[config.mk]
export PLATFORM = sky130hd
export DESIGN_NAME = cfgi2c_target
export DESIGN_NICKNAME = d
export VERILOG_FILES = /design/src/rtl/cfgi2c_pkg.sv /design/src/rtl/cfgi2c_linesync.sv /design/src/rtl/cfgi2c_regfile.sv /design/src/rtl/cfgi2c_proto.sv /design/src/rtl/cfgi2c_target.sv
export SDC_FILE = /design/constraint.sdc
export NUM_CORES = 1
export LEC_CHECK = 0
export ABC_AREA = 1
export CORE_MARGIN = 5
export CORE_UTILIZATION = 35
export CTS_BUF_LIST = sky130_fd_sc_hd__clkbuf_8
export DETAILED_ROUTE_END_ITERATION = 10
export GPL_TIMING_DRIVEN = 0
export SKIP_CTS_REPAIR_TIMING = 1
export SLEW_MARGIN = 30
export SYNTH_ARGS = -nofsm -noshare
export SYNTH_HDL_FRONTEND = slang
export SYNTH_HIERARCHICAL = 1
export SYNTH_SLANG_ARGS = --single-unit
[constraint.sdc]
create_clock -name clk -period 1.9 [get_ports clk]
set_input_delay 0.19 -clock clk [delete_from_list [all_inputs] [get_ports clk]]
set_output_delay 0.19 -clock clk [all_outputs]
set_load 0.02 [all_outputs]
[src/rtl/cfgi2c_pkg.sv]
package cfgi2c_pkg;

    // register space geometry
    localparam int REG_COUNT  = 24;
    localparam int LIVE_COUNT = 20;
    localparam int IDX_W      = $clog2(REG_COUNT);
    localparam int BYTE_W     = 8;
    localparam int BIT_CNT_W  = $clog2(BYTE_W);

    // fixed upper part of the 7-bit device address
    localparam logic [5:0] DEV_ADDR_HI = 6'b110111;

    typedef enum logic [2:0] {
        PH_IDLE,
        PH_RX,
        PH_RX_ACK,
        PH_TX,
        PH_TX_ACK
    } phase_e;

    typedef enum logic [1:0] {
        RK_DEV,
        RK_PTR,
        RK_DATA
    } rxkind_e;

    // bus events after synchronisation
    typedef struct packed {
        logic start;
        logic stop;
        logic rise;
        logic fall;
        logic sda;
    } bus_ev_t;

    // write request to the store
    typedef struct packed {
        logic              en;
        logic [IDX_W-1:0]  idx;
        logic [BYTE_W-1:0] data;
    } wr_req_t;

endpackage

[src/rtl/cfgi2c_linesync.sv]
module cfgi2c_linesync #(
    parameter int   STAGES    = 2,
    parameter logic RESET_VAL = 1'b1
) (
    input  logic clk,
    input  logic rst,
    input  logic d,
    output logic q,
    output logic q_prev
);
    logic [STAGES-1:0] stage;
    logic              prev;

    always_ff @(posedge clk) begin
        if (rst) begin
            stage <= {STAGES{RESET_VAL}};
            prev  <= RESET_VAL;
        end else begin
            stage <= {stage[STAGES-2:0], d};
            prev  <= stage[STAGES-1];
        end
    end

    assign q      = stage[STAGES-1];
    assign q_prev = prev;

endmodule

[src/rtl/cfgi2c_regfile.sv]
module cfgi2c_regfile
    import cfgi2c_pkg::*;
#(
    parameter int LIVE = LIVE_COUNT
) (
    input  logic                   clk,
    input  logic                   rst,
    input  wr_req_t                wr,
    input  logic [IDX_W-1:0]       rd_idx,
    output logic [BYTE_W-1:0]      rd_data,
    output logic [LIVE*BYTE_W-1:0] flat
);
    logic [BYTE_W-1:0] mem [LIVE];

    for (genvar g = 0; g < LIVE; g++) begin : g_byte
        always_ff @(posedge clk) begin
            if (rst)
                mem[g] <= '0;
            else if (wr.en && wr.idx == IDX_W'(g))
                mem[g] <= wr.data;
        end
        assign flat[g*BYTE_W +: BYTE_W] = mem[g];
    end

    // placeholder indices fall through to zero
    always_comb begin
        rd_data = '0;
        for (int i = 0; i < LIVE; i++) begin
            if (rd_idx == IDX_W'(i))
                rd_data = mem[i];
        end
    end


    live_only_chk: assert property (@(posedge clk) disable iff (rst)
        wr.en |-> (int'(wr.idx) < LIVE))
        else $error("store written outside the live range");

endmodule

[src/rtl/cfgi2c_proto.sv]
module cfgi2c_proto
    import cfgi2c_pkg::*;
#(
    parameter int REGS = REG_COUNT,
    parameter int LIVE = LIVE_COUNT
) (
    input  logic              clk,
    input  logic              rst,
    input  bus_ev_t           ev,
    input  logic              strap,
    input  logic [BYTE_W-1:0] rd_data,
    output logic [IDX_W-1:0]  rd_idx,
    output logic              sda_low,
    output wr_req_t           wr
);
    phase_e               phase;
    rxkind_e              kind;
    logic [BIT_CNT_W-1:0] cnt;
    logic [BYTE_W-1:0]    sh;
    logic                 got;
    logic                 go_tx;
    logic                 ctl_ack;
    logic [IDX_W-1:0]     ptr;

    function automatic logic [IDX_W-1:0] ptr_next(input logic [IDX_W-1:0] p);
        return (int'(p) == REGS - 1) ? '0 : p + 1'b1;
    endfunction

    function automatic logic [IDX_W-1:0] ptr_load(input logic [BYTE_W-1:0] b);
        return (int'(b) < REGS) ? b[IDX_W-1:0] : '0;
    endfunction

    assign rd_idx = ptr;

    always_ff @(posedge clk) begin
        if (rst) begin
            phase   <= PH_IDLE;
            kind    <= RK_DEV;
            cnt     <= '0;
            sh      <= '0;
            got     <= 1'b0;
            go_tx   <= 1'b0;
            ctl_ack <= 1'b0;
            ptr     <= '0;
            sda_low <= 1'b0;
            wr      <= '0;
        end else begin
            wr.en <= 1'b0;
            if (ev.stop) begin
                phase   <= PH_IDLE;
                sda_low <= 1'b0;
            end else if (ev.start) begin
                phase   <= PH_RX;
                kind    <= RK_DEV;
                cnt     <= '0;
                got     <= 1'b0;
                sda_low <= 1'b0;
            end else begin
                unique case (phase)
                    PH_RX: begin
                        if (ev.rise) begin
                            sh  <= {sh[BYTE_W-2:0], ev.sda};
                            cnt <= cnt + 1'b1;
                            if (cnt == BIT_CNT_W'(BYTE_W - 1))
                                got <= 1'b1;
                        end else if (ev.fall && got) begin
                            got <= 1'b0;
                            unique case (kind)
                                RK_DEV: begin
                                    if (sh[BYTE_W-1:1] == {DEV_ADDR_HI, strap}) begin
                                        sda_low <= 1'b1;
                                        phase   <= PH_RX_ACK;
                                        go_tx   <= sh[0];
                                        kind    <= RK_PTR;
                                    end else begin
                                        phase <= PH_IDLE;
                                    end
                                end
                                RK_PTR: begin
                                    ptr     <= ptr_load(sh);
                                    sda_low <= 1'b1;
                                    phase   <= PH_RX_ACK;
                                    go_tx   <= 1'b0;
                                    kind    <= RK_DATA;
                                end
                                default: begin
                                    if (int'(ptr) < LIVE) begin
                                        wr.en   <= 1'b1;
                                        wr.idx  <= ptr;
                                        wr.data <= sh;
                                    end
                                    ptr     <= ptr_next(ptr);
                                    sda_low <= 1'b1;
                                    phase   <= PH_RX_ACK;
                                    go_tx   <= 1'b0;
                                end
                            endcase
                        end
                    end
                    PH_RX_ACK: begin
                        if (ev.fall) begin
                            cnt <= '0;
                            if (go_tx) begin
                                sh      <= rd_data;
                                ptr     <= ptr_next(ptr);
                                sda_low <= ~rd_data[BYTE_W-1];
                                phase   <= PH_TX;
                            end else begin
                                sda_low <= 1'b0;
                                phase   <= PH_RX;
                            end
                        end
                    end
                    PH_TX: begin
                        if (ev.fall) begin
                            if (cnt == BIT_CNT_W'(BYTE_W - 1)) begin
                                sda_low <= 1'b0;
                                phase   <= PH_TX_ACK;
                            end else begin
                                cnt     <= cnt + 1'b1;
                                sh      <= {sh[BYTE_W-2:0], 1'b0};
                                sda_low <= ~sh[BYTE_W-2];
                            end
                        end
                    end
                    PH_TX_ACK: begin
                        if (ev.rise) begin
                            ctl_ack <= ~ev.sda;
                        end else if (ev.fall) begin
                            cnt <= '0;
                            if (ctl_ack) begin
                                sh      <= rd_data;
                                ptr     <= ptr_next(ptr);
                                sda_low <= ~rd_data[BYTE_W-1];
                                phase   <= PH_TX;
                            end else begin
                                sda_low <= 1'b0;
                                phase   <= PH_IDLE;
                            end
                        end
                    end
                    default: begin
                        sda_low <= 1'b0;
                    end
                endcase
            end
        end
    end


    ptr_range_chk: assert property (@(posedge clk) disable iff (rst)
        int'(ptr) < REGS)
        else $error("pointer left the register space");


    wr_pulse_chk: assert property (@(posedge clk) disable iff (rst)
        wr.en |=> !wr.en)
        else $error("write strobe longer than one cycle");


    idle_release_chk: assert property (@(posedge clk) disable iff (rst)
        (phase == PH_IDLE && $past(phase) == PH_IDLE) |-> !sda_low)
        else $error("data line pulled while idle");

endmodule

[src/rtl/cfgi2c_target.sv]
module cfgi2c_target
    import cfgi2c_pkg::*;
#(
    parameter int SYNC_STAGES = 2
) (
    input  logic                         clk,
    input  logic                         rst,
    input  logic                         addr_strap,
    input  logic                         scl_i,
    input  logic                         sda_i,
    output logic                         sda_pull_low,
    output logic [LIVE_COUNT*BYTE_W-1:0] cfg_flat,
    output logic                         rf_wr_en,
    output logic [IDX_W-1:0]             rf_wr_addr,
    output logic [BYTE_W-1:0]            rf_wr_data
);
    localparam int LINES = 2;  // 0: clock line, 1: data line

    logic [LINES-1:0] raw;
    logic [LINES-1:0] line_s;
    logic [LINES-1:0] line_p;

    assign raw = {sda_i, scl_i};

    for (genvar l = 0; l < LINES; l++) begin : g_sync
        cfgi2c_linesync #(
            .STAGES   (SYNC_STAGES),
            .RESET_VAL(1'b1)
        ) u_sync (
            .clk   (clk),
            .rst   (rst),
            .d     (raw[l]),
            .q     (line_s[l]),
            .q_prev(line_p[l])
        );
    end

    bus_ev_t ev;
    always_comb begin
        ev.rise  = line_s[0] & ~line_p[0];
        ev.fall  = ~line_s[0] & line_p[0];
        ev.start = line_s[0] & line_p[0] & line_p[1] & ~line_s[1];
        ev.stop  = line_s[0] & line_p[0] & ~line_p[1] & line_s[1];
        ev.sda   = line_s[1];
    end

    wr_req_t             wr;
    logic [IDX_W-1:0]    rd_idx;
    logic [BYTE_W-1:0]   rd_data;

    cfgi2c_proto #(
        .REGS(REG_COUNT),
        .LIVE(LIVE_COUNT)
    ) u_proto (
        .clk    (clk),
        .rst    (rst),
        .ev     (ev),
        .strap  (addr_strap),
        .rd_data(rd_data),
        .rd_idx (rd_idx),
        .sda_low(sda_pull_low),
        .wr     (wr)
    );

    cfgi2c_regfile #(
        .LIVE(LIVE_COUNT)
    ) u_store (
        .clk    (clk),
        .rst    (rst),
        .wr     (wr),
        .rd_idx (rd_idx),
        .rd_data(rd_data),
        .flat   (cfg_flat)
    );

    assign rf_wr_en   = wr.en;
    assign rf_wr_addr = wr.idx;
    assign rf_wr_data = wr.data;


    sda_hold_chk: assert property (@(posedge clk) disable iff (rst)
        (line_s[0] && line_p[0]) |-> $stable(sda_pull_low))
        else $error("data drive changed while clock line high");

endmodule

==> summary.txt <==
Worst setup path
  • Crit. End Element: flop
  • Crit path largest cell delay: 400 ps
  • Most frequent CP cell: nor2_1
  • Worst path arrival time: 3030 ps
  • Setup CP Type: flop to flop
  • Crit path max fanout: 8
  • Slowest-stage cell, CP: dfxtp_4
  • Startpoint class of the critical path: flop
  • CP required: 2310 ps
  • Internal reg-to-reg setup slack: -720 ps
  • CP cell instances: inv_4 -> nand2_4 -> nor2_4 -> nand2_4 -> or2_0 -> nand2_1 -> nand4_1 -> nor2_1 -> nand4_1 -> nor2_2 -> nand3_2 -> nand2_2 -> nand3_2 -> inv_2 -> nor2_2 -> nor2_1 -> nand3_1 -> nand2_1 -> nor2_1

Synthesis
  • Mapped Nets: 1224
  • Yosys reg bits: roughly 200
  • Netlist cell types: 39
  • Synth Flop Type: edfxtp_1
  • Synth top area share: 47.28%
  • Seq/Total Area, Yosys: 56.15%
  • Top post-synthesis cells by area: edfxtp_1, nor2_1, nand2_1, dfxtp_1, inv_1
  • Synth cell count leaders: nor2_1, nand2_1, edfxtp_1
  • Synth async-reset ratio: 0%
  • Mapped Cells: 1216
  • Synth warn: 6
  • Synth area leader: edfxtp_1
  • Mapped Area: slightly above 10000 sq um
  • Mapped Avg Cell Area: 8.356 sq um
  • Most common cell in the netlist: nor2_1
  • Post-synth EDFFs: 160

Die
  • Chip height: 180.4 microns
  • DIE WIDTH: 180.4 microns
  • I/O pin count: 180
  • Row Count: 62
  • Starting density of the core: 35.40%
  • Core Area: roughly 29000 sq um
  • Die Footprint: 32540 sq um

GRT
  • Number of antenna violations at the first check in global routing: 0
  • Vias in the first global route: 8504
  • First-pass GRT wire length: 49870 microns
  • Gr ovfl total: 0
  • Global Route Usage Sum: around a fifth
  • Pin count of the biggest net entering global routing: 11

Timing
  • Final Skew: 22.81 ps
  • RSZ-0062 raised after global routing: true
  • Actual slew at the worst max-slew pin: 916.5 ps
  • # setup viols final: 9
  • Final hold violations: 0
  • Setup TNS: -5555 ps
  • Fmax achieved: 0.3822 GHz
  • Final Cycle Share: 137.7%
  • Pins Over Slew Limit: 0
  • Max transition margin: about two fifths
  • Worst Setup Slack, final: -716.1 ps
  • Fin crit period: roughly 2600 ps

Detailed routing
  • Post-Route WL: approximately 34000 microns
  • Initial detailed-routing violation count: 730
  • Drc violations: 0
  • Post-DR vias/cell: 4.856
  • Vias: 9071
  • DRT antenna net count: 0
  • First-pass DRT Iterations: 6
  • WL/cell: 18.07 microns

Min path
  • Hold/Removal Path Class: primary input to flop

Clock tree
  • H-tree level count: 2
  • Worst skew pair latency: roughly 520 ps
  • CTS tree: built
  • Max clock buf depth: 3
  • Worst-path clk slew: roughly 60 ps
  • Root Buffer: clkbuf_8
  • TritonCTS Buffers: 37
  • CTS sink cnt: between 200 and 250

Final layout
  • Share of layout cells above drive strength 1: between 10% and 20%
  • Nets: 1469
  • Fin area: 13700 sq um
  • Area Growth Syn to Fin: 34.87%
  • Final non-filler cell total: approximately 1900
  • Antenna Diode Count: 0

Pwr
  • Power consumption: 0.01465 W
  • Max VDD drop: 0.0005491 V
  • Leak: around 5.3 nW
  • PD cells: 1069 nW/um^2

Run status
  • Outcome: complete, but fails checks
  • Failing checks: negative setup slack

Job
  • Max-cap violations: 0

Place
  • Routability cong.: 0.9189
  • Post-Place Cells: 1779
  • Pre-CTS setup slack: -906.8 ps
  • DP HPWL: 25390 microns
  • Area after DPL: approximately 13000 sq um
  • Port Buf Inserts: approximately 180
-- power breakdown --
part	internal, W	switching [W]	leakage, nW
clock network	0.00184	0.00178	0.361
logic	0.00196	0.00348	3.06
registers	0.00521	0.000374	1.89
total	0.00902	0.00564	5.32
-- placed cells by master, fill, tap and decap left out, types with 2 or more instances in the layout --
cell,Yosys,routed
a21oi_1,31,31
buf_1,3,3
buf_4,0,23
buf_6,6,9
clkbuf_1,22,18
clkbuf_2,0,4
clkbuf_8,0,38
clkdlybuf4s50_1,0,174
clkinv_1,1,10
dfxtp_1,45,40
dfxtp_4,0,5
dlymetal6s2s_1,0,5
edfxtp_1,160,160
ha_1,3,3
inv_1,117,120
inv_2,9,15
inv_4,0,4
nand2_1,296,274
nand2_2,9,26
nand2_4,3,8
nand3_1,79,60
nand3_2,4,21
nand3_4,2,4
nand4_1,36,36
nor2_1,310,286
nor2_2,7,15
nor2_4,5,21
nor2_8,2,2
nor3_4,2,5
o21ai_0,15,13
o21ai_1,14,15
or2_2,19,15
or2_4,0,4
-- sequential cells by signal, indices dropped and copies added, names as in the netlist, 2 cells and up --
register,flops
g_sync.u_sync/q_prev,2
u_proto/cnt,3
g_sync.u_sync/stage,4
u_store/mem,160
u_proto/kind,2
u_proto/sh,8
u_proto/phase,3
u_proto/rd_idx,5
u_proto/wr,14
-- final timing paths --
check / startpoint / cells past startpoint / end
setup / recovery: u_proto/rd_idx[0] / 19 / u_proto/sh[0]
hold / removal: rst / 2 / u_proto/wr[13]
setup reg to reg: u_proto/rd_idx[0] / 19 / u_proto/sh[0]
hold reg to reg: g_sync[0].u_sync/stage[0] / 2 / g_sync[0].u_sync/stage[1]
-- critical path: cells and delay by family, from the launching register on --
kind          cells  cell delay [ps]
simple gates     17             1940
flops             1              400
buf+inv           2              140
-- layout make-up --
cell class	instances	area [sq um]
clock buffer	38	523.0
buffer	32	177.7
multi-input combinational	852	4189
clock inverter	24	98.84
sequential	205	5724
tap	384	480.5
inverter	127	486.7
timing repair buffer	206	2024
fill	2768	15000
-- kinds of logic after synthesis --
| logic type | share of synthesized area (%) |
|---|---|
| adders and majority gates | 0.3695 |
| DFF | 56.15 |
| AOI/OAI and AO/OA | 3.571 |
| xor gates and xnor gates | 0.08621 |
| and+or+nand+nor | 33.49 |
| buffers and inverters | 6.329 |
-- routing by layer --
layer,up-vias,part of all wire [%],global-route usage (%)
li1,4427,-,-
met1,4267,43,25.55
met2,328,48,33.60
met3,49,6.6,3.896
met4,0,2.2,5.384
met5,-,0,0
-- stage by stage --
step	util, %	hold slack (ps)
2_1_floorplan	-	259.1
3_3_place_gp	43.61	391.4
3_5_place_dp	43.63	397.6
4_1_cts	45.79	204.4
5_1_grt	47.75	139.4
6_report	47.75	118.8
Note: power is estimated with default switching activity, not from simulation.
